==> config.mk <==
export PLATFORM = sky130hd
export DESIGN_NAME = msir_top
export DESIGN_NICKNAME = d
export VERILOG_FILES = /design/src/rtl/msir_pkg.sv /design/src/rtl/msir_decode.sv /design/src/rtl/msir_status.sv /design/src/rtl/msir_top.sv
export SDC_FILE = /design/constraint.sdc
export NUM_CORES = 1
export LEC_CHECK = 0
export ABC_AREA = 1
export BUFFER_PORTS_ARGS = -buffer_cell sky130_fd_sc_hd__buf_2
export CORE_MARGIN = 1.5
export CORE_UTILIZATION = 43
export CTS_CLUSTER_DIAMETER = 40
export DETAILED_ROUTE_END_ITERATION = 8
export PLACE_DENSITY = 0.76
export SLEW_MARGIN = 40
export SYNTH_ARGS = -nofsm -noshare
export SYNTH_HDL_FRONTEND = slang
export SYNTH_SLANG_ARGS = --single-unit
==> constraint.sdc <==
create_clock -name clk -period 1.5 [get_ports clk]
set_input_delay 0.3 -clock clk [delete_from_list [all_inputs] [get_ports clk]]
set_output_delay 0.3 -clock clk [all_outputs]
set_load 0.1 [all_outputs]
==> src/rtl/msir_pkg.sv <==
package msir_pkg;
    // Register selection produced by each port decoder
    typedef enum logic [2:0] {
        SEL_NONE,
        SEL_MODE,
        SEL_STAT,
        SEL_MASK,
        SEL_VER
    } reg_sel_e;

    localparam int PAGE_BITS = 8;
    localparam logic [PAGE_BITS-1:0] OFF_MODE = 8'h00;
    localparam logic [PAGE_BITS-1:0] OFF_STAT = 8'h04;
    localparam logic [PAGE_BITS-1:0] OFF_MASK = 8'h08;
    localparam logic [PAGE_BITS-1:0] OFF_VER  = 8'h18;
endpackage

==> src/rtl/msir_decode.sv <==
module msir_decode
    import msir_pkg::*;
#(
    parameter int               ADDR_W = 16,
    parameter logic [ADDR_W-1:0] BASE  = 16'hF000
) (
    input  logic              sel,
    input  logic [ADDR_W-1:0] addr,
    output reg_sel_e          which
);
    logic in_window;

    // window match and word alignment, then offset decode
    assign in_window = (addr[ADDR_W-1:PAGE_BITS] == BASE[ADDR_W-1:PAGE_BITS])
                       && (addr[1:0] == 2'b00);

    always_comb begin
        which = SEL_NONE;
        if (sel && in_window) begin
            unique case (addr[PAGE_BITS-1:0])
                OFF_MODE: which = SEL_MODE;
                OFF_STAT: which = SEL_STAT;
                OFF_MASK: which = SEL_MASK;
                OFF_VER:  which = SEL_VER;
                default:  which = SEL_NONE;
            endcase
        end
    end
endmodule

==> src/rtl/msir_status.sv <==
module msir_status #(
    parameter int EVT_W = 8
) (
    input  logic             clk,
    input  logic             rst_n,
    input  logic [EVT_W-1:0] evt,
    input  logic             phy_irq,
    input  logic             clr_en,
    input  logic [EVT_W-1:0] clr_mask,
    output logic [EVT_W-1:0] sticky_q,
    output logic             pi_q
);
    logic [EVT_W-1:0] clr_bits;

    // only set-and-enabled bits are removed by a clearing read
    assign clr_bits = clr_en ? clr_mask : '0;

    always_ff @(posedge clk) begin
        if (!rst_n) begin
            sticky_q <= '0;
            pi_q     <= 1'b0;
        end else begin
            // a new event wins over a same-cycle clear
            sticky_q <= (sticky_q & ~clr_bits) | evt;
            // PI bit tracks the PHY level, never cleared by reads
            pi_q     <= phy_irq;
        end
    end
endmodule

==> src/rtl/msir_top.sv <==
module msir_top
    import msir_pkg::*;
#(
    parameter int                 DATA_W    = 32,
    parameter int                 HOST_AW   = 32,
    parameter int                 CORE_AW   = 16,
    parameter logic [HOST_AW-1:0] HOST_BASE = 32'h1001_F000,
    parameter logic [CORE_AW-1:0] CORE_BASE = 16'hF000,
    parameter int                 EVT_W     = 8,
    parameter int                 MODE_W    = 16,
    parameter logic [DATA_W-1:0]  VERSION   = 32'h0001_0300
) (
    input  logic               clk,
    input  logic               rst_n,
    input  logic               host_sel,
    input  logic               host_wr,
    input  logic [HOST_AW-1:0] host_addr,
    input  logic [DATA_W-1:0]  host_wdata,
    output logic [DATA_W-1:0]  host_rdata,
    input  logic               core_sel,
    input  logic               core_wr,
    input  logic [CORE_AW-1:0] core_addr,
    input  logic [DATA_W-1:0]  core_wdata,
    output logic [DATA_W-1:0]  core_rdata,
    input  logic [EVT_W-1:0]   evt_pulse,
    input  logic               phy_irq,
    output logic               host_irq
);
    localparam int STAT_W = EVT_W + 1;

    reg_sel_e            host_which;
    reg_sel_e            core_which;
    logic [MODE_W-1:0]   mode_q;
    logic [STAT_W-1:0]   mask_q;
    logic [EVT_W-1:0]    sticky_q;
    logic                pi_q;
    logic [STAT_W-1:0]   stat_word;
    logic                host_rd;
    logic                core_rd;
    logic                stat_clr;
    logic [DATA_W-1:0]   host_word;
    logic [DATA_W-1:0]   core_word;

    msir_decode #(.ADDR_W(HOST_AW), .BASE(HOST_BASE)) u_host_dec (
        .sel   (host_sel),
        .addr  (host_addr),
        .which (host_which)
    );

    msir_decode #(.ADDR_W(CORE_AW), .BASE(CORE_BASE)) u_core_dec (
        .sel   (core_sel),
        .addr  (core_addr),
        .which (core_which)
    );

    assign host_rd  = host_sel && !host_wr;
    assign core_rd  = core_sel && !core_wr;
    // only the host port has the clearing side effect
    assign stat_clr = host_rd && (host_which == SEL_STAT);

    msir_status #(.EVT_W(EVT_W)) u_status (
        .clk      (clk),
        .rst_n    (rst_n),
        .evt      (evt_pulse),
        .phy_irq  (phy_irq),
        .clr_en   (stat_clr),
        .clr_mask (mask_q[EVT_W-1:0]),
        .sticky_q (sticky_q),
        .pi_q     (pi_q)
    );

    assign stat_word = {pi_q, sticky_q};

    // interrupt from any enabled pending bit
    assign host_irq = |(stat_word & mask_q);

    function automatic logic [DATA_W-1:0] read_mux(input reg_sel_e w,
                                                   input logic [MODE_W-1:0] md,
                                                   input logic [STAT_W-1:0] st,
                                                   input logic [STAT_W-1:0] mk);
        logic [DATA_W-1:0] r;
        r = '0;
        unique case (w)
            SEL_MODE: r = DATA_W'(md);
            SEL_STAT: r = DATA_W'(st);
            SEL_MASK: r = DATA_W'(mk);
            SEL_VER:  r = VERSION;
            default:  r = '0;
        endcase
        return r;
    endfunction

    assign host_word = read_mux(host_which, mode_q, stat_word, mask_q);
    assign core_word = read_mux(core_which, mode_q, stat_word, mask_q);

    // registered read data, zero when idle
    always_ff @(posedge clk) begin
        if (!rst_n) begin
            host_rdata <= '0;
            core_rdata <= '0;
        end else begin
            host_rdata <= host_rd ? host_word : '0;
            core_rdata <= core_rd ? core_word : '0;
        end
    end

    // writable registers, host wins a collision
    always_ff @(posedge clk) begin
        if (!rst_n) begin
            mode_q <= '0;
            mask_q <= '0;
        end else begin
            if (host_sel && host_wr && host_which == SEL_MODE)
                mode_q <= host_wdata[MODE_W-1:0];
            else if (core_sel && core_wr && core_which == SEL_MODE)
                mode_q <= core_wdata[MODE_W-1:0];

            if (host_sel && host_wr && host_which == SEL_MASK)
                mask_q <= host_wdata[STAT_W-1:0];
            else if (core_sel && core_wr && core_which == SEL_MASK)
                mask_q <= core_wdata[STAT_W-1:0];
        end
    end
endmodule

==> impl_metrics.csv <==
group,metric,value,unit
final_layout,post-route-util,0.6126,
synthesis,synthCells,601,
timing,hold_slack,0.1660,ns
setup_path,slowest_stage,"dfxtp_4",
route,dr_wl_met2,5829,um
clock_network,cts-root-buf,"clkbuf_8",
timing,maxSlewViolCount,0,
clock_network,clock_path_buffers,2,
setup_path,required,1.20,ns
setup_path,crit_chain,"inv_4 -> o221ai_4 -> nor2_4 -> o2111ai_4 -> buf_12",
setup_path,startpoint,"mask_q[7]",
final_layout,synthToLayoutAreaGrowth,38.52,%
die,die_x,100.5,um
timing,min_period,1.669,ns
timing,hold_viol,0,
clock_network,cts.sink_count,68,
place,placed_area,5194,um2
global_route,grt_pass1_vias,3986,
clock_network,ctsHtreeMaxLevel,3,
synthesis,synth_top_area_frac,0.3331,
pwr,ir_drop,0.0004545,V
route,wl_per_cell,12.91,um
synthesis,mappedNetlistArea,4086,um2
route,dr.pass1.iters,6,
run,maxCapViolCount,0,
global_route,grt_usage,0.2265,
clock_network,cts_tree,"yes",
die,die_area,10100,um2
global_route,grt_max_degree,26,
min_path,hold_start,"phy_irq",
route,drc,0,
setup_path,start_kind,"flip-flop",
timing,post-route-period-util,1.113,
global_route,grt_pass1_wl,18000,um
pwr,p_leak,0.003096,uW
route,num_vias,4503,
timing,timing.final.ws_setup,-0.1692,ns
run_status,violations,"setup timing",
final_layout,post-route-cell-area,5660,um2
synthesis,async_reset_ff_frac,0,
pwr,power_density,739.3,nW/um2
route,wl,11960,um
min_path,hold_path_class,"in -> reg",
route,vias_per_cell,4.863,
setup_path,max_stage_delay,0.37,ns
setup_path,r2r_start,"mask_q[5]",
timing,rsz0062_at_grt,"yes",
place,io_buffers,129,
route,wl_met3,988,um
die,num_io_pins,192,
place,hpwl,9044,um
synthesis,ys_seq_elements,68,
run_status,status,"finished with violations",
synthesis,synth-main-ff-cell,"dfxtp_1",
clock_network,clkTransAtPathRegs,0.07,ns
timing,setup_viol,1,
die,start_util,0.4422,
setup_path,endpoint_kind,"output pin",
clock_network,numCtsBuffers,9,
route,m1WireLength,4821,um
setup_path,critPathArrivalTime,1.37,ns
synthesis,yosys_warnings,0,
die,die_y,100.5,um
route,top_layer,"met4",
setup_path,critPathMaxFanout,4,
timing,max_freq,599.1,MHz
global_route,grt_overflow_total,0,
synthesis,ys_seq_area_frac,0.3331,
synthesis,synth-edff-count,0,
timing,finalSetupTns,-0.1692,ns
die,row_count,35,
route,ant_nets,0,
synthesis,synth_cell_type_count,34,
final_layout,num_antenna_cells,0,
timing,fin_worst_skew,0.007428,ns
place,gp_congestion,0.8415,
route,drtIter0Drc,356,
die,fp.coreArea,9240,um2
synthesis,synth_area_leaders,"dfxtp_1 33%, inv_1 11%, nand2_1 11%",
synthesis,syn_avg_cell_area,6.799,um2
final_layout,drive_gt1_frac,0.3588,
clock_network,clk_latency,0.35,ns
final_layout,num-nets-final,919,
synthesis,yosys.area.top_type,"dfxtp_1",
global_route,antenna_found_initial,0,
setup_path,crit_type,"reg -> out",
## sequential cells by signal (all words and copies together) (netlist names)
signal and count:
mode_q 16, u_status.pi_q 1, mask_q 9, u_status.sticky_q 8
core_rdata 17, host_rdata 17
## worst max-delay path, delay by kind of cell, from the launching register on
family	cells	cell delay (ns)
AOI/OAI and AO/OA	2	0.24
buffers and inverters	2	0.26
DFF	1	0.37
and+or+nand+nor	1	0.13
## cells in the mapped netlist, drive strengths merged, types with 2 or more instances
master	count
nor3	14
clkinv	2
inv	129
nand3	75
nand2	135
nor2	47
dfxtp	68
buf	36
nor3b	9
o21ai	16
a21oi	16
nand4	24
clkbuf	6
o211ai	16
o221ai	2
## stage by stage
step	total power [uW]	setup slack, ns	cells
after floorplan	2397	-0.01179	630
after global placement	2542	-0.2744	897
after detailed placement	2554	-0.3163	897
after CTS	4168	-0.1864	914
after global routing	4342	-0.2440	926
final	4185	-0.1692	926
## cells by family (layout without fill, tap and decap cells)
family,count (synthesis),after routing,synth area share
buffers and inverters,173,339,0.1929
other,1,30,0.0009177
and+or+nand+nor,307,308,0.3830
DFF,68,68,0.3331
AOI/OAI and AO/OA,52,52,0.09002
## cells in the final DEF (no fill, tap or decap), drive strengths merged
| master | Yosys | layout |
|---|---|---|
| nor3b | 9 | 9 |
| dfxtp | 68 | 68 |
| and2 | 1 | 1 |
| nor2 | 47 | 47 |
| nand3 | 75 | 75 |
| o211ai | 16 | 16 |
| o21ai | 16 | 16 |
| nand2 | 135 | 135 |
| nand3b | 1 | 1 |
| o221ai | 2 | 2 |
| clkinv | 2 | 2 |
| nand4 | 24 | 25 |
| a31oi | 1 | 1 |
| bufinv | 0 | 1 |
| o2111ai | 1 | 1 |
| conb | 1 | 30 |
| nor3 | 14 | 14 |
| buf | 36 | 190 |
| a21oi | 16 | 16 |
| clkbuf | 6 | 13 |
| clkinvlp | 0 | 3 |
| inv | 129 | 130 |
| or2 | 1 | 1 |
## report_power, final
part           internal [uW]  switching [uW]
registers               1820            10.7
logic                    174             540
clock network            913             729
total                   2910            1280
## repair_timing
action / in CTS / in global routing
endpoints found under the hold margin: 0 / 0
pin swaps: 3 / 13
resized for setup: 13 / 28
endpoints found under the setup margin: 1 / 32
setup buffers: 1 / 9
hold buffers: 0 / 0
gates cloned: 0 / 3
## area by class of cell
cell class / count / area [um2]
clock buffer: 12 / 165.2
clock inverter: 4 / 55.05
fill: 838 / 3580
inverter: 131 / 500.5
multi-input combinational: 390 / 2187
sequential: 68 / 1368
tap: 129 / 161.4
timing repair buffer: 191 / 1219
timing repair inverter: 1 / 5.005
## metal layers
layer | vias up | global-route usage
met5 | - | 0
met4 | 0 | 0.08884
met2 | 250 | 0.3830
met1 | 1998 | 0.2802
met3 | 32 | 0.05132
li1 | 2223 | -
## path summary, 6_finish.rpt
path | end | slack (ns) | cells past startpoint
setup / recovery | host_irq | -0.17 | 5
hold / removal | u_status.pi_q | 0.17 | 3
setup reg to reg | u_status.sticky_q[5] | 0.55 | 4
hold reg to reg | host_rdata[11] | 0.48 | 2
No activity file was read; power rests on OpenSTA's default activity.
